`config.mk`:
```
export PLATFORM = sky130hd
export DESIGN_NAME = ppspi_irq_unit
export DESIGN_NICKNAME = d
export VERILOG_FILES = /design/src/rtl/ppirq_pkg.sv /design/src/rtl/ppirq_status_bank.sv /design/src/rtl/ppirq_mask_reg.sv /design/src/rtl/ppirq_read_mux.sv /design/src/rtl/ppspi_irq_unit.sv
export SDC_FILE = /design/constraint.sdc
export NUM_CORES = 1
export LEC_CHECK = 0
export BUFFER_PORTS_ARGS = -buffer_cell sky130_fd_sc_hd__buf_2
export CORE_MARGIN = 8
export CORE_UTILIZATION = 53
export CTS_CLUSTER_DIAMETER = 50
export DETAILED_ROUTE_END_ITERATION = 7
export PLACE_DENSITY = 0.94
export SKIP_CTS_REPAIR_TIMING = 1
export SYNTH_ARGS = -nofsm -noshare
export SYNTH_HDL_FRONTEND = slang
export SYNTH_SLANG_ARGS = --single-unit
```
`constraint.sdc`:
```
create_clock -name clk -period 3 [get_ports clk]
set_input_delay 0.75 -clock clk [delete_from_list [all_inputs] [get_ports clk]]
set_output_delay 0.75 -clock clk [all_outputs]
set_load 0.05 [all_outputs]
```
`src/rtl/ppirq_pkg.sv`:
```
package ppirq_pkg;
  localparam int unsigned DW = 32;
  localparam int unsigned AW = 8;
  localparam logic [7:0] OFS_RAW    = 8'h08;
  localparam logic [7:0] OFS_QUAL   = 8'h0C;
  localparam logic [7:0] OFS_MASK   = 8'h10;

  function automatic logic [DW-1:0] defined_bits(int unsigned nch, int unsigned nev,
                                                 int unsigned stride);
    logic [DW-1:0] m;
    m = '0;
    for (int c = 0; c < int'(nch); c++)
      for (int k = 0; k < int'(nev); k++)
        m[c*stride+k] = 1'b1;
    return m;
  endfunction
endpackage

```
`src/rtl/ppirq_status_bank.sv`:
```
module ppirq_status_bank #(
  parameter int unsigned NCH    = 2,
  parameter int unsigned NEV    = 5,
  parameter int unsigned STRIDE = 8,
  parameter int unsigned DW     = 32
) (
  input  logic              clk,
  input  logic              rst_n,
  input  logic [NCH*NEV-1:0] set_i,
  input  logic [NCH*NEV-1:0] clr_i,
  output logic [DW-1:0]     raw_o
);
  localparam int unsigned NB = NCH * NEV;

  logic [NB-1:0] st_q;

  // one sticky cell per defined event; set has priority over clear
  for (genvar j = 0; j < NB; j++) begin : g_cell
    always_ff @(posedge clk or negedge rst_n) begin
      if (!rst_n)         st_q[j] <= 1'b0;
      else if (set_i[j])  st_q[j] <= 1'b1;
      else if (clr_i[j])  st_q[j] <= 1'b0;
    end
  end

  always_comb begin
    raw_o = '0;
    for (int c = 0; c < int'(NCH); c++)
      for (int k = 0; k < int'(NEV); k++)
        raw_o[c*STRIDE+k] = st_q[c*NEV+k];
  end
endmodule

```
`src/rtl/ppirq_mask_reg.sv`:
```
module ppirq_mask_reg #(
  parameter int unsigned DW = 32
) (
  input  logic          clk,
  input  logic          rst_n,
  input  logic          load_i,
  input  logic [DW-1:0] d_i,
  output logic [DW-1:0] q_o
);
  always_ff @(posedge clk or negedge rst_n) begin
    if (!rst_n)      q_o <= '0;
    else if (load_i) q_o <= d_i;
  end
endmodule

```
`src/rtl/ppirq_read_mux.sv`:
```
module ppirq_read_mux
  import ppirq_pkg::*;
#(
  parameter int unsigned DW = 32
) (
  input  logic [7:0]    addr_i,
  input  logic [DW-1:0] raw_i,
  input  logic [DW-1:0] mask_i,
  output logic [DW-1:0] qual_o,
  output logic [DW-1:0] rdata_o
);
  assign qual_o = raw_i & mask_i;

  always_comb begin
    unique case (addr_i)
      OFS_RAW:  rdata_o = raw_i;
      OFS_QUAL: rdata_o = qual_o;
      OFS_MASK: rdata_o = mask_i;
      default:  rdata_o = '0;
    endcase
  end
endmodule

```
`src/rtl/ppspi_irq_unit.sv`:
```
module ppspi_irq_unit
  import ppirq_pkg::*;
#(
  parameter int unsigned NCH    = 2,
  parameter int unsigned NEV    = 5,
  parameter int unsigned STRIDE = 8
) (
  input  logic                 clk,
  input  logic                 rst_n,
  input  logic [7:0]           reg_addr,
  input  logic                 reg_we,
  input  logic [31:0]          reg_wdata,
  output logic [31:0]          reg_rdata,
  input  logic [NCH*NEV-1:0]   evt_i,
  output logic                 irq_o
);
  localparam int unsigned NB = NCH * NEV;

  logic          wr_raw, wr_mask;
  logic [NB-1:0] clr_w;
  logic [31:0]   raw_w, mask_w, qual_w;

  assign wr_raw  = reg_we && (reg_addr == OFS_RAW);
  assign wr_mask = reg_we && (reg_addr == OFS_MASK);

  // gather write-one-to-clear bits from their strided positions
  for (genvar c = 0; c < NCH; c++) begin : g_ch
    for (genvar k = 0; k < NEV; k++) begin : g_ev
      assign clr_w[c*NEV+k] = wr_raw & reg_wdata[c*STRIDE+k];
    end
  end

  ppirq_status_bank #(.NCH(NCH), .NEV(NEV), .STRIDE(STRIDE), .DW(32)) u_bank (
    .clk(clk), .rst_n(rst_n), .set_i(evt_i), .clr_i(clr_w), .raw_o(raw_w)
  );

  ppirq_mask_reg #(.DW(32)) u_mask (
    .clk(clk), .rst_n(rst_n), .load_i(wr_mask), .d_i(reg_wdata), .q_o(mask_w)
  );

  ppirq_read_mux #(.DW(32)) u_rd (
    .addr_i(reg_addr), .raw_i(raw_w), .mask_i(mask_w),
    .qual_o(qual_w), .rdata_o(reg_rdata)
  );

  assign irq_o = |qual_w;
endmodule

```
==> impl.org, run 1 <==
** Outcome
- The run finished with clean final reports.

** Global routing
- Initial antenna violation count :: 0
- In the global route stage, overall resource usage came out at ~18%.
- The via count of the first global-routing pass is 1,944.
- Maximum number of pins on one net before global-route repair :: 43
- For this run the aggregate overflow at the end of global routing stands at 0.
- The first global-routing pass estimated 9156 um of wire.

** STA
- The worst pin sits at a relative slew slack of 39.11%.
- For this run, the top clock speed supported by timing is 0.3606 GHz.
- Setup TNS :: 0 ns
- RSZ-0062 raised after global routing :: no
- Setup skew after layout :: 0 ns
- Number of failing hold endpoints at the final stage :: 0
- Subtracting the final worst setup slack from the clock period gives 2.773 ns.
- Crit share post-route :: between 90 and 100%
- The max-slew violation count was 0.
- Count of final setup violators :: 0
- Fin worst setup slack :: 0.2269 ns
- For the pin with the worst max-slew slack, the measured transition is about 0.91 ns.

** Place
- Worst setup slack after placement :: 0.2650 ns
- Summed over all nets, the half-perimeter wirelength after detailed placement is 4287 um.
- Placer's final routability congestion estimate :: approximately 0.82
- The count of buffers added on input and output ports is 85.

** Final layout
- At the end of the flow, the number of nets in the layout was 324.
- In the final layout, the share of cells above drive strength 1 is 48.90%.
- Total area of multi-input combinational cells :: 1131 sq um
- Across the whole layout, storage elements account for 1051 sq um.
- The layout has 299 filler cells.
- Total inserted antenna cells :: 0
- Area growth syn-to-layout :: 26.77%

** Synth
- Mean instance size in the synthesized netlist :: ~12 sq um
- Synthesized cell area :: about 2200 sq um
- Cell types with the largest area share after synthesis :: sky130_fd_sc_hd__dfrtp_1, sky130_fd_sc_hd__mux2_4, sky130_fd_sc_hd__and2_1
- Of the synthesized area, sequential elements account for 46.95%.
- The number of nets handed over by synthesis was 235.
- The synthesized design contains 42 register bits.
- Library cells used by synthesis :: 24
- Yosys printed 0 warnings.
- Portion of synthesized cell area occupied by the leading cell type :: 46.95%
- Area leader, netlist :: sky130_fd_sc_hd__dfrtp_1
- Cells after synthesis :: 182

** Critical path
- The endpoint identified for the worst register-to-register timing path is u_mask.q_o[1]$_DFFE_PN0P_.
- STA classifies the critical path endpoint as a primary output.
- In this run the worst path has a maximum fanout of 14.
- In this run the critical register-to-register path is launched from u_mask.q_o[1]$_DFFE_PN0P_.
- The critical path goes through buf_2, nor3b_2, buf_4, nand2_1, a21oi_1, buf_2.
- The setup check on the worst reg-to-reg path leaves a slack of around 2.2 ns.
- Number of cells traversed by the worst register-to-register path :: 1
- The worst setup path is launched from an input port.
- Most numerous cell on the critical path :: sky130_fd_sc_hd__buf_2
- STA puts the critical path data required time at 2.25 ns.
- STA puts the critical path data arrival time at 2.02 ns.
- Largest stage delay on the critical path :: between 0.3 and 0.4 ns
- The largest individual stage delay along the critical path comes from the cell sky130_fd_sc_hd__nor3b_2.
- Type of the worst setup path :: in -> out

** Clock tree
- Number of buffers created by CTS :: 5
- CTS tree :: built
- CTS placed an instance of sky130_fd_sc_hd__clkbuf_8 at the clock tree root.
- Clk buf depth :: 2
- In this run the number of H-tree levels came out at 2.
- For the worst-skew pair, the clock arrives at the later sink with an insertion delay of 0.29 ns.
- Counting every sink on the clock net gives 42.
- After clock tree synthesis, the clock-pin slew on the worst setup and hold paths is approximately 0.080 ns.

** Route
- For this block, the routed nets add up to 5680 um of wire.
- Summing over every cut layer, the via total after detailed routing is about 1,800.
- For this run, the detailed router's first-pass iteration total came to 4.
- Number of DRC violations after detailed-routing iteration 0 :: 110
- Via-to-Cell Ratio :: roughly 5.5
- Dividing the detail-routed wire length by the instance count gives 17.64 um.
- In the routed design, unresolved DRC markers number 0.
- Antenna violation net count after detailed routing :: 0

** Power
- In this run switching power makes up 23.52% of total power.
- LEAKAGE :: 1.514 nW
- In this run, the clock network consumes between 30% and 40% of the power.
- Combinational logic is responsible for between 10% and 20% of the overall power.
- Highest ir drop seen on vdd :: between 0.2 and 0.3 mV
- Cell internal power was estimated by the tool at 907.5 uW.
- For this design the ratio of total power to cell area is roughly 420 nW/um^2.
- Sequential Power Share :: about half
- The analysis attributes to net switching a power of between 200 and 300 uW.

** Floorplanning
- The initial utilization of the core area, before any placement, comes to 55.56%.
- 86 I/O pins were placed.
- The die is 80.99 um wide.
- Core footprint :: 4029 sq um
- The die covers 6559 sq um.
- Measured along the y axis, the die boundary spans 80.99 um.
- Cell Rows :: 23

** Min path
- Worst Hold Launch :: u_mask.q_o[26]$_DFFE_PN0P_
- Along the worst hold path, the cell count comes to 1.
- Worst min path class :: reg -> reg
- The path with the worst hold slack has its endpoint at u_mask.q_o[26]$_DFFE_PN0P_.

** Run
- Max-cap violations in this run came to 0.
## layer usage
layer  share of wire [%]  vias up  global-route usage (%)
met1                  41      868                   21.46
met3                 7.2        5                   5.077
li1                    -      836                       -
met4                 1.1        0                   7.500
met5                   0        -                       0
met2                  51       68                   29.59
## state kept, by name, summed over array words and instances (netlist names)
name,cells
u_bank.raw_o,10
u_mask.q_o,32
## area by class of cell
| type | count | area share, % |
|---|---|---|
| clock buffers | 6 | 2.557 |
| clock inverters | 2 | 1.323 |
| multi-input cells | 131 | 39.86 |
| flip-flops and latches | 42 | 37.04 |
| well taps | 50 | 2.205 |
| repair buffers | 91 | 17.02 |
## power groups by stage
| stage | registers [mW] | logic (mW) | clock network [mW] |
|---|---|---|---|
| 2_1_floorplan | 0.605 | 0.0804 | 0 |
| 3_3_place_gp | 0.609 | 0.141 | 0 |
| 3_5_place_dp | 0.610 | 0.146 | 0 |
| 4_1_cts | 0.599 | 0.147 | 0.450 |
| 5_1_grt | 0.602 | 0.158 | 0.480 |
| 6_report | 0.599 | 0.146 | 0.441 |
## worst max-delay path: cells and delay by family
family          cells  cell delay, ns
compound gates      1            0.16
simple gates        2            0.41
buf+inv             3            0.71
## cell usage in the layout, fill, tap and decap left out
cell type	n
sky130_fd_sc_hd__a21oi_1	10
sky130_fd_sc_hd__a221oi_1	1
sky130_fd_sc_hd__a22o_1	1
sky130_fd_sc_hd__a22oi_1	3
sky130_fd_sc_hd__and2_1	22
sky130_fd_sc_hd__and3_1	1
sky130_fd_sc_hd__and3b_1	10
sky130_fd_sc_hd__buf_12	1
sky130_fd_sc_hd__buf_2	85
sky130_fd_sc_hd__buf_4	5
sky130_fd_sc_hd__bufinv_16	1
sky130_fd_sc_hd__clkbuf_1	1
sky130_fd_sc_hd__clkbuf_8	5
sky130_fd_sc_hd__clkinvlp_4	1
sky130_fd_sc_hd__dfrtp_1	42
sky130_fd_sc_hd__mux2_2	2
sky130_fd_sc_hd__mux2_4	30
sky130_fd_sc_hd__nand2_1	11
sky130_fd_sc_hd__nand3_1	1
sky130_fd_sc_hd__nand3b_1	10
sky130_fd_sc_hd__nand4_1	1
sky130_fd_sc_hd__nand4_2	1
sky130_fd_sc_hd__nor2_1	1
sky130_fd_sc_hd__nor2b_1	3
sky130_fd_sc_hd__nor3_4	1
sky130_fd_sc_hd__nor3b_1	1
sky130_fd_sc_hd__nor3b_2	1
sky130_fd_sc_hd__o21ai_0	10
sky130_fd_sc_hd__o22a_1	10
## stage by stage
step	hold WS, ns	std cells	cell area (sq um)	power (mW)	utilization, %
after floorplan	0.4544	182	2238	0.6858	-
after global placement	0.4793	314	2728	0.7493	67.70
after detailed placement	0.4897	314	2728	0.7557	67.70
after CTS	0.5081	322	2838	1.196	70.43
after global routing	0.5246	322	2838	1.241	70.43
final	0.5020	322	2838	1.187	70.43
## cell usage after synthesis
cell                       instances
sky130_fd_sc_hd__a21oi_1          10
sky130_fd_sc_hd__a221oi_1          1
sky130_fd_sc_hd__a22o_1            1
sky130_fd_sc_hd__a22oi_1           3
sky130_fd_sc_hd__and2_1           22
sky130_fd_sc_hd__and3_1            1
sky130_fd_sc_hd__and3b_1          10
sky130_fd_sc_hd__buf_6             3
sky130_fd_sc_hd__clkbuf_1          6
sky130_fd_sc_hd__dfrtp_1          42
sky130_fd_sc_hd__mux2_2            2
sky130_fd_sc_hd__mux2_4           30
sky130_fd_sc_hd__nand2_1          11
sky130_fd_sc_hd__nand3_1           1
sky130_fd_sc_hd__nand3b_1         10
sky130_fd_sc_hd__nand4_1           1
sky130_fd_sc_hd__nand4_2           1
sky130_fd_sc_hd__nor2_1            1
sky130_fd_sc_hd__nor2b_1           3
sky130_fd_sc_hd__nor3_4            1
sky130_fd_sc_hd__nor3b_1           1
sky130_fd_sc_hd__nor3b_2           1
sky130_fd_sc_hd__o21ai_0          10
sky130_fd_sc_hd__o22a_1           10
## cell families after synthesis
group | Yosys count | synth area share, %
AOI/OAI and AO/OA | 35 | 10.17
muxes | 32 | 21.13
and+or+nand+nor | 64 | 19.23
buffers and inverters | 9 | 2.515
DFF | 42 | 46.95
## how the worst max path moves through the flow
stage                      startpoint       endpoint  depth (start not counted)
after floorplan           reg_addr[4]   reg_rdata[0]                          4
after global placement    reg_addr[3]  reg_rdata[11]                          6
after detailed placement  reg_addr[4]  reg_rdata[20]                          6
after CTS                 reg_addr[3]  reg_rdata[11]                          6
after global routing      reg_addr[4]  reg_rdata[10]                          6
final                     reg_addr[3]   reg_rdata[0]                          6
No activity file was read; power rests on OpenSTA's default activity.
==> inputs of run 2 (changes only) <==
--- a/config.mk
+++ b/config.mk
@@ -6,11 +6,13 @@
 export NUM_CORES = 1
 export LEC_CHECK = 0
 export BUFFER_PORTS_ARGS = -buffer_cell sky130_fd_sc_hd__buf_2
+export CELL_PAD_IN_SITES_DETAIL_PLACEMENT = 1
+export CELL_PAD_IN_SITES_GLOBAL_PLACEMENT = 1
 export CORE_MARGIN = 8
-export CORE_UTILIZATION = 53
+export CORE_UTILIZATION = 37
 export CTS_CLUSTER_DIAMETER = 50
 export DETAILED_ROUTE_END_ITERATION = 7
-export PLACE_DENSITY = 0.94
+export PLACE_DENSITY = 0.87
 export SKIP_CTS_REPAIR_TIMING = 1
 export SYNTH_ARGS = -nofsm -noshare
 export SYNTH_HDL_FRONTEND = slang
==> constraint.sdc (replaced) <==
create_clock -name clk -period 3.02 [get_ports clk]
set_input_delay 0.755 -clock clk [delete_from_list [all_inputs] [get_ports clk]]
set_output_delay 0.755 -clock clk [all_outputs]
set_load 0.05 [all_outputs]
==> impl.org, run 2 (synthesis results as in run 1) <==
** Final layout
- Fraction of layout cells with a size suffix above 1 :: 49.82%
- The register with the most flip-flops in the layout has 32 of them.
- Relative to the synthesized area, the layout overhead comes to 27.72%.
- Count of filler cells inserted in the layout :: ~700
- Total inserted antenna cells :: 0
- End-of-flow core utilization :: 48.58%
- Leading cell types in the layout, fill and taps excluded :: sky130_fd_sc_hd__buf_2, sky130_fd_sc_hd__dfrtp_1, sky130_fd_sc_hd__mux2_4
- Post-route non-filler standard cell count :: 350
- Total area of sequential cells :: around 1100 sq um
- Total Nets Final :: 327
- In the final layout, the multi-input gates occupy 1131 sq um.
- u_mask.q_o holds more flip-flops than any other register.
- Leaving out fill and tap cells, the most frequent cell in the layout is sky130_fd_sc_hd__buf_2.

** STA
- Worst-case headroom to the max-slew limit :: between 30% and 40%
- In the final timing run, aggregate negative setup slack is 0 ns.
- Setup violations remaining at the end of the flow were counted as 0.
- Final hold slack :: ~0.5 ns
- Number of failing hold endpoints at the final stage :: 0
- Setup skew after layout :: 0 ns
- The worst path in the final design needs a cycle of 2.774 ns, including I/O delays and setup.
- Fin worst setup slack :: 0.2464 ns
- Number of slew-limit violations in the final report :: 0
- Transition time at the pin with the least slew margin :: 0.9358 ns
- Highest Clock Rate :: approximately 0.36 GHz
- Crit share post-route :: 91.84%
- Setup repair after global routing left no endpoint under its margin.

** Critical path
- Along the worst path, the maximum fanout reaches 22.
- Reg-to-Reg Start :: u_mask.q_o[8]$_DFFE_PN0P_
- On the critical path the largest part of the delay comes from buffers and inverters.
- On the worst path, the slowest cell contributes a delay of 0.26 ns.
- STA classifies the critical path startpoint as an input port.
- Reg2Reg Capture Point :: u_mask.q_o[8]$_DFFE_PN0P_
- The worst setup path is captured at a primary output.
- Number of cells traversed by the worst register-to-register path :: 1
- Across all register-to-register paths, the minimum setup slack is between 2 and 2.5 ns.
- In this design, the critical path's most frequently occurring cell is sky130_fd_sc_hd__buf_2.
- Data on the critical path is required at its endpoint by 2.26 ns.
- At the worst endpoint, the arrival time is a little over 2 ns.
- The number of buffers and inverters on the critical path is 3.
- Crit path cell chain :: buf_2, nor3b_1, and3_1, buf_4, and2_1, buf_2
- The largest individual stage delay along the critical path comes from the cell sky130_fd_sc_hd__buf_2.
- The worst setup path is of the in -> out kind.

** Min path
- In this run the worst hold path is classified as reg -> reg.
- Worst Hold Launch :: u_mask.q_o[27]$_DFFE_PN0P_
- For hold timing, the worst endpoint is u_mask.q_o[27]$_DFFE_PN0P_.
- Count of cells along the worst hold path :: 1

** Route
- Via-to-Cell Ratio :: about 5.1
- Total Routed Length :: 6353 um
- Remaining routing DRC violations :: 0
- Number of DRC violations after detailed-routing iteration 0 :: between 40 and 50
- In this run the remaining antenna-violating nets after routing total 0.
- The first TritonRoute pass finished after 4 iterations.
- After detailed routing, the average wire length per cell comes to between 15 and 20 um.
- Summing over every cut layer, the via total after detailed routing is 1,784.

** Floorplanning
- IO Pins :: 86
- Die outline area :: 8795 sq um
- Cell Rows :: 28
- The core region is about 5900 sq um.
- For this configuration, the core starts out at a cell density of 38.03%.
- From bottom edge to top edge, the die measures about 94 um.
- Die X-Extent :: between 90 and 100 um

** Place
- Worst setup slack after placement :: 0.2461 ns
- Summed over all nets, the half-perimeter wirelength after detailed placement is 4870 um.
- The congestion estimate from routability-driven global placement came to around 0.9.
- In this run the tool buffered the top-level ports with 85 buffer cells.
- DP Cell Count :: 342

** Clock tree
- Clock net sink count :: between 40 and 50
- The H-tree generated during clock tree synthesis spans 2 levels.
- In this run, CTS created clock tree buffers numbering 5.
- CTS tree :: built
- Clk buf depth :: 2
- Latest clock arrival within the worst-skew pair :: around 0.29 ns
- Clock tree synthesis selected as its root buffer the cell sky130_fd_sc_hd__clkbuf_8.
- Clock transition at the registers of the reported paths :: roughly 0.07 ns

** Global routing
- Initial antenna violation count :: 0
- Via count of the first global-routing pass :: between 2,000 and 2,500
- First-pass GRT wire length :: between 10,000 and 15,000 um
- Overall overflow remaining after global route :: 0
- Entering global routing, the biggest net connects 43 pins.
- In the global route stage, overall resource usage came out at 14.81%.

** Power
- Power per unit of standard cell area :: 387.1 nW/um^2
- The analysis attributes to cell leakage a power of around 1.5 nW.
- Highest ir drop seen on vdd :: 0.2035 mV

** Outcome
- The flow ran to the end, and the final reports show no timing, DRC or antenna violations.

** Run
- Max-cap viol count :: 0
-- run 2: cell count changes in the layout (fill, tap and decap cells not counted) --
cell | previous run | this run
sky130_fd_sc_hd__bufinv_16 | 1 | 0
sky130_fd_sc_hd__buf_4 | 5 | 9
sky130_fd_sc_hd__buf_12 | 1 | 0
sky130_fd_sc_hd__clkbuf_1 | 1 | 0
sky130_fd_sc_hd__clkinv_2 | 0 | 1
sky130_fd_sc_hd__clkinv_4 | 0 | 1
-- run 2: worst max path at each step --
stage                           start       endpoint  slack, ns  cells past startpoint
after global placement    reg_addr[4]  reg_rdata[16]       0.27                      6
after floorplan           reg_addr[4]   reg_rdata[0]       0.07                      4
after CTS                 reg_addr[4]  reg_rdata[21]       0.24                      6
after detailed placement  reg_addr[4]  reg_rdata[21]       0.25                      6
after global routing      reg_addr[4]  reg_rdata[28]       0.16                      6
final                     reg_addr[4]  reg_rdata[18]       0.25                      6
-- run 2: through the flow --
stage	power, mW	instance area (sq um)
global route	1.159	2859
floorplan	0.6813	2238
CTS	1.122	2859
global placement	0.7515	2769
detailed placement	0.7593	2769
finish	1.107	2859
-- run 2: final cells by class --
cell class                      instances  share of cell area, %
Tap cell                               75                  3.282
Clock inverter                          3                 0.7440
Clock buffer                            5                  2.407
Multi-Input combinational cell        131                  39.56
Sequential cell                        42                  36.76
Timing Repair Buffer                   94                  17.24
-- run 2: where the power goes --
| part | internal (mW) | switching (mW) | total, mW | leakage (nW) |
|---|---|---|---|---|
| logic | 0.0755 | 0.0759 | 0.151 | 0.947 |
| clock network | 0.162 | 0.198 | 0.360 | 0.0441 |
| registers | 0.582 | 0.0129 | 0.595 | 0.529 |
| total | 0.820 | 0.286 | 1.11 | 1.52 |
-- run 2: metal layers --
metal,share of wire (%),up-vias,global-route usage (%)
met5,0,-,0
li1,-,838,-
met4,1.8,0,5.680
met1,45,877,18.13
met3,5.1,10,3.118
met2,48,59,24.80
